**src/rtl/fifo_pkg.sv**
```systemverilog
package fifo_pkg;
  // Transfer accepted on an edge, {write, read}
  typedef enum logic [1:0] {
    XFER_NONE = 2'b00,
    XFER_POP  = 2'b01,
    XFER_PUSH = 2'b10,
    XFER_BOTH = 2'b11
  } xfer_e;
endpackage

```
**src/rtl/fifo_ctrl.sv**
```systemverilog
module fifo_ctrl
  import fifo_pkg::*;
#(
  parameter int DEPTH = 16,
  localparam int AW = $clog2(DEPTH),
  localparam int PW = AW + 1
) (
  input  logic          clk,
  input  logic          rst_n,
  input  logic          wr_en,
  input  logic          rd_en,
  output logic          wr_acc,
  output logic          rd_acc,
  output logic [AW-1:0] waddr,
  output logic [AW-1:0] raddr_nxt,
  output logic          full,
  output logic          empty
);

  if ((DEPTH < 2) || ((1 << AW) != DEPTH)) begin : g_bad_depth
    $error("fifo_ctrl: DEPTH must be a power of two and at least 2");
  end

  logic [PW-1:0] wr_ptr_q, wr_ptr_d;
  logic [PW-1:0] rd_ptr_q, rd_ptr_d;
  logic [PW-1:0] cnt_q, cnt_d;
  logic          empty_q, empty_d;
  xfer_e         xfer;

  assign full   = cnt_q[AW];
  assign empty  = empty_q;
  assign wr_acc = wr_en & ~full;
  assign rd_acc = rd_en & ~empty_q;
  assign xfer   = xfer_e'({wr_acc, rd_acc});

  always_comb begin
    wr_ptr_d = wr_ptr_q;
    rd_ptr_d = rd_ptr_q;
    cnt_d    = cnt_q;
    empty_d  = empty_q;
    case (xfer)
      XFER_PUSH: begin
        wr_ptr_d = wr_ptr_q + PW'(1);
        cnt_d    = cnt_q + PW'(1);
        empty_d  = 1'b0;
      end
      XFER_POP: begin
        rd_ptr_d = rd_ptr_q + PW'(1);
        cnt_d    = cnt_q - PW'(1);
        empty_d  = (cnt_q <= PW'(1));
      end
      XFER_BOTH: begin
        wr_ptr_d = wr_ptr_q + PW'(1);
        rd_ptr_d = rd_ptr_q + PW'(1);
      end
      default: ;
    endcase
  end

  assign waddr     = wr_ptr_q[AW-1:0];
  assign raddr_nxt = rd_ptr_d[AW-1:0];

  always_ff @(posedge clk or negedge rst_n) begin
    if (!rst_n) begin
      wr_ptr_q <= '0;
      rd_ptr_q <= '0;
      cnt_q    <= '0;
      empty_q  <= 1'b1;
    end else begin
      wr_ptr_q <= wr_ptr_d;
      rd_ptr_q <= rd_ptr_d;
      cnt_q    <= cnt_d;
      empty_q  <= empty_d;
    end
  end

  AST_PTR_SPAN: assert property (@(posedge clk) disable iff (!rst_n) (wr_ptr_q - rd_ptr_q) == cnt_q);
  AST_NO_OVERFLOW: assert property (@(posedge clk) disable iff (!rst_n) (full && wr_en && !rd_en) |=> ($stable(wr_ptr_q) && full));
  AST_NO_UNDERFLOW: assert property (@(posedge clk) disable iff (!rst_n) (empty && rd_en && !wr_en) |=> ($stable(rd_ptr_q) && empty));
  AST_EMPTY_TRACKS_COUNT: assert property (@(posedge clk) disable iff (!rst_n) empty_q == (cnt_q == '0));
  AST_LAST_POP: assert property (@(posedge clk) disable iff (!rst_n) (rd_en && !wr_en && !empty && cnt_q == PW'(1)) |=> empty);
  AST_BOTH_HOLDS: assert property (@(posedge clk) disable iff (!rst_n) (wr_acc && rd_acc) |=> ($stable(cnt_q) && $stable(empty_q)));
  AST_FULL_READ_ONLY: assert property (@(posedge clk) disable iff (!rst_n) (full && wr_en && rd_en) |=> (!full && $stable(wr_ptr_q)));

endmodule

```
**src/rtl/fifo_ram.sv**
```systemverilog
module fifo_ram #(
  parameter int DATA_W = 32,
  parameter int DEPTH = 16,
  localparam int AW = $clog2(DEPTH)
) (
  input  logic              clk,
  input  logic              we,
  input  logic [AW-1:0]     waddr,
  input  logic [DATA_W-1:0] wdata,
  input  logic [AW-1:0]     raddr,
  output logic [DATA_W-1:0] rdata
);

  logic [DATA_W-1:0] mem [DEPTH];

  // Clocked read: rdata follows raddr one edge later (read-before-write)
  always_ff @(posedge clk) begin
    if (we) begin
      mem[waddr] <= wdata;
    end
    rdata <= mem[raddr];
  end

endmodule

```
**src/rtl/fifo_head.sv**
```systemverilog
module fifo_head #(
  parameter int DATA_W = 32,
  parameter int AW = 4
) (
  input  logic              clk,
  input  logic              rst_n,
  input  logic              wr_acc,
  input  logic [AW-1:0]     waddr,
  input  logic [AW-1:0]     raddr_nxt,
  input  logic [DATA_W-1:0] wr_data,
  input  logic [DATA_W-1:0] ram_q,
  output logic [DATA_W-1:0] rd_data
);

  logic              byp_sel_q, byp_sel_d;
  logic [DATA_W-1:0] byp_data_q;

  // The word written this edge becomes the head only when the FIFO is
  // left empty by this edge's read (or was empty): RAM would return stale data.
  assign byp_sel_d = wr_acc && (waddr == raddr_nxt);

  always_ff @(posedge clk or negedge rst_n) begin
    if (!rst_n) begin
      byp_sel_q <= 1'b0;
    end else begin
      byp_sel_q <= byp_sel_d;
    end
  end

  always_ff @(posedge clk) begin
    if (byp_sel_d) begin
      byp_data_q <= wr_data;
    end
  end

  assign rd_data = byp_sel_q ? byp_data_q : ram_q;

  AST_BYPASS_SHOWS_WORD: assert property (@(posedge clk) disable iff (!rst_n) byp_sel_d |=> (rd_data == $past(wr_data)));

endmodule

```
**src/rtl/bram_fwft_fifo.sv**
```systemverilog
module bram_fwft_fifo #(
  parameter int DATA_W = 32,
  parameter int DEPTH = 16,
  localparam int AW = $clog2(DEPTH)
) (
  input  logic              clk,
  input  logic              rst_n,
  input  logic              wr_en,
  input  logic [DATA_W-1:0] wr_data,
  output logic              full,
  input  logic              rd_en,
  output logic [DATA_W-1:0] rd_data,
  output logic              empty
);

  logic              wr_acc;
  logic              rd_acc;
  logic [AW-1:0]     waddr;
  logic [AW-1:0]     raddr_nxt;
  logic [DATA_W-1:0] ram_q;

  fifo_ctrl #(.DEPTH(DEPTH)) u_ctrl (
    .clk       (clk),
    .rst_n     (rst_n),
    .wr_en     (wr_en),
    .rd_en     (rd_en),
    .wr_acc    (wr_acc),
    .rd_acc    (rd_acc),
    .waddr     (waddr),
    .raddr_nxt (raddr_nxt),
    .full      (full),
    .empty     (empty)
  );

  fifo_ram #(.DATA_W(DATA_W), .DEPTH(DEPTH)) u_ram (
    .clk   (clk),
    .we    (wr_acc),
    .waddr (waddr),
    .wdata (wr_data),
    .raddr (raddr_nxt),
    .rdata (ram_q)
  );

  fifo_head #(.DATA_W(DATA_W), .AW(AW)) u_head (
    .clk       (clk),
    .rst_n     (rst_n),
    .wr_acc    (wr_acc),
    .waddr     (waddr),
    .raddr_nxt (raddr_nxt),
    .wr_data   (wr_data),
    .ram_q     (ram_q),
    .rd_data   (rd_data)
  );

  AST_NEVER_BOTH_FLAGS: assert property (@(posedge clk) disable iff (!rst_n) !(full && empty));
  AST_READ_NOT_WHEN_EMPTY: assert property (@(posedge clk) disable iff (!rst_n) (rd_acc |-> !empty));

endmodule

```
**config.mk**
```make
export PLATFORM = sky130hd
export DESIGN_NAME = bram_fwft_fifo
export DESIGN_NICKNAME = d
export VERILOG_FILES = /design/src/rtl/fifo_pkg.sv /design/src/rtl/fifo_ctrl.sv /design/src/rtl/fifo_ram.sv /design/src/rtl/fifo_head.sv /design/src/rtl/bram_fwft_fifo.sv
export SDC_FILE = /design/constraint.sdc
export NUM_CORES = 1
export LEC_CHECK = 0
export ABC_CLOCK_PERIOD_IN_PS = 4050
export CAP_MARGIN = 20
export CORE_MARGIN = 2
export CORE_UTILIZATION = 45
export CTS_CLUSTER_DIAMETER = 200
export DETAILED_ROUTE_END_ITERATION = 10
export PLACE_DENSITY = 0.62
export SLEW_MARGIN = 15
export SYNTH_ARGS = -nofsm -noshare
export SYNTH_HDL_FRONTEND = slang
export SYNTH_SLANG_ARGS = --single-unit
```
**constraint.sdc**
```tcl
create_clock -name clk -period 4.05 [get_ports clk]
set_clock_uncertainty 0.05 [all_clocks]
set_input_delay 1.215 -clock clk [delete_from_list [all_inputs] [get_ports clk]]
set_output_delay 1.215 -clock clk [all_outputs]
set_load 0.01 [all_outputs]
```
==> summary.txt, run 1 <==
Cell Rows = 81
Ys Warns = 0
fin crit share = 91.6%
most frequent cells in the layout = edfxtp_1, nand2_1, a21oi_1
io pins = 70
total number of vias = 12300
hpwl dp = 26800 um
max-cap violations = 0
FF/Latch Area = 17400 um^2
area occupied by multi-input gates = 4870 um^2
worst path cell trace = buf_12 > mux2_2 > clkdlybuf4s50_1
total wire length = 50900 um
commonest non-fill, non-tap cell in the layout = edfxtp_1
worst min path class = flip-flop to flip-flop
Critical R2R Launch = u_ctrl.rd_ptr_q[0]$_DFF_PN0_
core area = 49200 um^2
Setup WS post-layout = 341 ps
die area = 51700 um^2
PwrDens = 775 nW/um^2
vias in the first global route = 12000
Skew-Pair Late Insertion Delay = 620 ps
Placed Cells = 2050
R2R cell count = 8
post-synthesis async set-or-reset flop share = 2.54%
fmax = 270 MHz
Worst-Margin Slew = 742 ps
Top FF cell, synth = edfxtp_1
Initial DRC Count = 935
CTS tree = yes
total grt overflow = 0
Slew Limit Fails = 0
WP buf/inv = 2
leading area contributor after synthesis = edfxtp_1
Detail Route Antenna Nets = 0
RD Place Congestion = 0.738
synthesized area = 22500 um^2
Power Total = 20.7 mW
Clk pin slew, worst setup/hold paths = 60 ps
top cells by area, synth = edfxtp_1, mux2i_1, a221oi_1, a21oi_1, dfxtp_1
port buffer count = 69
Die Y = 227 um
Fin Setup TNS = 0 ps
CTS H-tree lvls = 2
post-CTS resize count = 0
share of layout cells above drive strength 1 = 14.4%
Max clock buf depth = 3
Crit path required time = 2780 ps
Vias per Instance = 5.70
synthesis-stage register bit count = 591
first-pass GRT wire length = 76000 um
Reg2Reg Setup Slack = 1420 ps
root buf cell = clkbuf_16
CTS Hold Bufs = 0
Worst setup SP type = flip-flop
Final min period = 3710 ps
DR pass1 iterations = 6
area grow syn2layout = 18.7%
area post-placement = 24600 um^2
Hold Path Stages = 1
# diodes = 0
arrival time at the worst endpoint = 2440 ps
worst slack, placed = 289 ps
final setup fails = 0
Top delay family on crit path = buffers and inverters
Synth Net Count = 1390
Hold WS = 440 ps
Final Hold Fails = 0
post-synth cell types = 40
GR Util All Layers = 20.0%
Post-synth EDFFs = 544
Finished Core Util = 54.2%
CTS Sinks = 591
synthesized instance count = 1345
crit-path max FO = 22
initial core utilization = 45.7%
Crit. End Element = output port
slowest CP cell = dfrtp_2
max incr delay on CP = 610 ps
hold_sp = u_ctrl.cnt_q[4]$_DFFE_PN0P_
crit path kind = flip-flop to output port
# DRC = 0
worst hold path endpoint = u_ctrl.empty$_DFFE_PN1P_
RR Endpoint = u_ram.rdata[18]$_DFF_P_
status = finished, final reports clean
Die X = 227 um
VDD IR-drop max = 0.622 mV
routed wire length per instance = 23.6 um
CTS Buf Count = 58
fin area = 26700 um^2
relative slew slack = 50.4%
Avg Inst Size Synth = 16.7 um^2
fin nets = 1491
Leak = 9.03 nW
Fill cells = 3819
largest net degree at the start of global routing = 67
share of the synthesized area in the top cell type = 72.7%
unrepaired setup endpoints after global routing = false
Layout Cells excl Fill = 2159
Post-CTS Setup Bufs = 0
initial antenna violation count = 2
register area share after synthesis = 77.2%
## synth_stat cells (all sizes together), types with 5 or more instances
cell,number
a21oi,130
edfxtp,544
dfxtp,32
or4,32
clkbuf,53
nor3,5
xnor2,9
xor2,5
buf,37
a221oi,128
nor2,16
nand2,137
o21ai,6
dfrtp,14
inv,8
mux2,33
ha,9
mux2i,128
## power by group
group | internal (mW) | leakage (nW) | total [mW] | switching [mW]
clock network | 3.31 | 0.980 | 5.58 | 2.27
registers | 7.45 | 5.36 | 7.75 | 0.302
logic | 2.95 | 2.70 | 7.32 | 4.37
total | 13.7 | 9.03 | 20.7 | 6.94
## cell type report
class,instances,share of cell area (%)
sequential,591,65.1
tap,664,3.12
clock inverter,32,1.41
clock buffer,77,6.17
timing repair buffer,131,5.84
inverter,8,0.131
multi-input combinational,656,18.2
## kinds of logic (layout without fill, tap and decap cells)
| logic type | count (synthesis) | count (layout) | synth area share (%) |
|---|---|---|---|
| AO/OA/AOI/OAI | 267 | 267 | 8.16 |
| XOR/XNOR | 14 | 14 | 0.629 |
| adder cells (fa/ha/maj) | 9 | 9 | 0.501 |
| buffers and inverters | 98 | 248 | 1.89 |
| flip-flops | 591 | 591 | 77.2 |
| multiplexers | 161 | 161 | 7.37 |
| AND/OR/NAND/NOR | 205 | 205 | 4.22 |
## routing by layer
metal  vias to the layer above  track usage (%)  part of all wire [%]
met5                         -                0                 0.043
met4                         4             5.50                   2.3
met3                        95             3.87                   6.1
met2                       395             32.3                    48
met1                      6265             27.8                    44
li1                       5557                -                     -
## registers in the layout, summed over array words and instances, names as in the netlist
signal and flops:
u_ctrl.cnt_q 5, u_ctrl.empty 1, u_ctrl.rd_ptr_q 4, u_ctrl.wr_ptr_q 4, u_head.byp_data_q 32, u_head.byp_sel_q 1, u_ram.mem 512, u_ram.rdata 32
## worst max-delay path by stage
stage                                     from                   endpoint  slack (ps)  cells past startpoint
CTS                 u_head.byp_sel_q$_DFF_PN0_                 rd_data[1]         280                      3
detailed placement                       rd_en     u_ram.rdata[4]$_DFF_P_         290                      9
floorplan                                wr_en  u_ram.mem[7][0]$_DFFE_PP_         390                      4
global route        u_head.byp_sel_q$_DFF_PN0_                 rd_data[1]         250                      3
global placement                         rd_en     u_ram.rdata[4]$_DFF_P_         310                      9
finish              u_head.byp_sel_q$_DFF_PN0_                 rd_data[1]         340                      3
No activity file was read; power rests on OpenSTA's default activity.
==> inputs of run 2 (changes only) <==
--- a/config.mk
+++ b/config.mk
@@ -12,6 +12,7 @@
 export CTS_CLUSTER_DIAMETER = 200
 export DETAILED_ROUTE_END_ITERATION = 10
 export PLACE_DENSITY = 0.62
+export SETUP_SLACK_MARGIN = 0.5
 export SLEW_MARGIN = 15
 export SYNTH_ARGS = -nofsm -noshare
 export SYNTH_HDL_FRONTEND = slang
==> run 2 against run 1 <==
Worst setup slack improved by 270 ps. Hold slack better by 15 ps. Routed wire length rose by 1.8%. Non-clock buffer count up 9. Design area is 0.28% lower. Flip-flop and latch count stayed put. Utilization is 0.15 points lower. Total power about the same. Critical path type unchanged. Register-to-register slack worse by 50 ps. Sequential power about the same.
==> summary.txt, run 2 (synthesized netlist as in run 1, its figures left out) <==
metal2 WL = 25000 um (was 24500 um)
total number of vias = 12300 (about the same)
Skew-Pair Late Insertion Delay = 620 ps (about the same)
status = finished, final reports clean (unchanged)
total grt overflow = 0 (unchanged)
Final min period = 3440 ps (was 3710 ps)
crit path kind = flip-flop to output port (unchanged)
Initial DRC Count = 1131 (was 935)
met1 wire length = 22600 um (was 22100 um)
largest net degree at the start of global routing = 67 (unchanged)
arrival time at the worst endpoint = 2170 ps (was 2440 ps)
worst min path class = flip-flop to flip-flop (unchanged)
die area = 51700 um^2 (unchanged)
initial antenna violation count = 2 (unchanged)
fmax = 291 MHz (was 270 MHz)
first-pass GRT wire length = 76600 um (was 76000 um)
# diodes = 0 (unchanged)
fin crit share = 84.8% (was 91.6%)
met3 routed WL = 2830 um (was 3090 um)
vias in the first global route = 12300 (was 12000)
Cell Rows = 81 (unchanged)
CTS tree = yes (unchanged)
worst slack, placed = 223 ps (was 289 ps)
Crit path required time = 2780 ps (about the same)
GR Util All Layers = 20.2% (was 20.0%)
area grow syn2layout = 18.3% (was 18.7%)
share of layout cells above drive strength 1 = 15.0% (was 14.4%)
Crit. End Element = output port (unchanged)
Slew Limit Fails = 0 (unchanged)
Clk pin slew, worst setup/hold paths = 60 ps (about the same)
PwrDens = 777 nW/um^2 (was 775 nW/um^2)
top sig layer = met5 (unchanged)
RD Place Congestion = 0.761 (was 0.738)
crit-path max FO = 16 (was 22)
final setup fails = 0 (unchanged)
DR pass1 iterations = 5 (was 6)
fin nets = 1500 (was 1491)
CTS Hold Bufs = 0 (unchanged)
most frequent cells in the layout = edfxtp_1, nand2_1, a21oi_1 (unchanged)
Final Hold Fails = 0 (unchanged)
total wire length = 51700 um (was 50900 um)
CTS Sinks = 591 (unchanged)
io pins = 70 (unchanged)
Leak = 9.06 nW (was 9.03 nW)
Setup WS post-layout = 615 ps (was 341 ps)
max-cap violations = 0 (unchanged)
hpwl dp = 27200 um (was 26800 um)
Worst-Margin Slew = 730 ps (was 742 ps)
# DRC = 0 (unchanged)
max reg flops = 512 (unchanged)
unrepaired setup endpoints after global routing = false (unchanged)
Reg with most FFs = u_ram.mem (unchanged)
port buffer count = 69 (unchanged)
Detail Route Antenna Nets = 0 (unchanged)
VDD IR-drop max = 0.446 mV (was 0.622 mV)
root buf cell = clkbuf_16 (unchanged)
Vias per Instance = 5.67 (was 5.70)
CTS Buf Count = 58 (unchanged)
Die Y = 227 um (unchanged)
Fin Setup TNS = 0 ps (unchanged)
CTS H-tree lvls = 2 (unchanged)
commonest non-fill, non-tap cell in the layout = edfxtp_1 (unchanged)
core area = 49200 um^2 (unchanged)
relative slew slack = 51.2% (was 50.4%)
Largest regs = u_ram.mem (512), u_head.byp_data_q (32), u_ram.rdata (32) (unchanged)
routed wire length per instance = 23.9 um (was 23.6 um)
Max clock buf depth = 3 (unchanged)
initial core utilization = 45.7% (unchanged)
Die X = 227 um (unchanged)
Worst setup SP type = flip-flop (unchanged)
run 2: area by class of cell:
cell class | instances | area (um^2)
Tap cell | 664 | 831
Fill cell | 3856 | 22600
Inverter | 8 | 35.0
Timing Repair Buffer | 140 | 1510
Clock inverter | 43 | 398
Sequential cell | 591 | 17400
Clock buffer | 67 | 1590
Multi-Input combinational cell | 656 | 4870
run 2: what timing repair did:
item                       CTS  global route
setup buffers                3             0
setup endpoints to repair   32             0
gates resized for setup      1             0
run 2: power breakdown:
part / total [mW] / switching (mW) / internal, mW / leakage (nW)
Combinational: 7.38 / 4.41 / 2.97 / 2.72
Sequential: 7.75 / 0.297 / 7.45 / 5.35
Clock: 5.53 / 2.27 / 3.25 / 0.990
Total: 20.7 / 6.98 / 13.7 / 9.06
run 2: worst paths after layout:
path,startpoint,endpoint,slack (ps),cells after the start
max,u_head.byp_sel_q$_DFF_PN0_,rd_data[24],610,3
min reg2reg,u_ctrl.empty$_DFFE_PN1P_,u_ctrl.empty$_DFFE_PN1P_,450,2
min,u_ctrl.empty$_DFFE_PN1P_,u_ctrl.empty$_DFFE_PN1P_,450,2
max reg2reg,u_ctrl.empty$_DFFE_PN1P_,u_ram.rdata[31]$_DFF_P_,1370,8
min in group asynchronous,rst_n,u_ctrl.cnt_q[0]$_DFFE_PN0P_,990,1
max in group asynchronous,rst_n,u_head.byp_sel_q$_DFF_PN0_,2420,1
run 2: through the flow:
stage               power [mW]  cells  hold slack (ps)  instance area [um^2]  utilization [%]
floorplan                 12.4   1345              414                 22500                -
global placement          15.1   2056              432                 24600             50.0
detailed placement        15.3   2056              441                 24600             50.0
CTS                       20.8   2169              456                 26600             54.1
global route              21.6   2169              472                 26600             54.1
finish                    20.7   2169              455                 26600             54.1
run 2: routing by layer:
metal | vias to the layer above | global-route usage [%]
li1 | 5557 | -
met1 | 6262 | 28.0
met2 | 394 | 33.0
met3 | 89 | 3.10
met4 | 2 | 6.41
met5 | - | 0
run 2: worst max-delay path, cell delays in order, from the launching register on:
cell and delay [ps]:
dfrtp_4 480, buf_12 200, mux2_2 370, clkdlybuf4s50_1 480
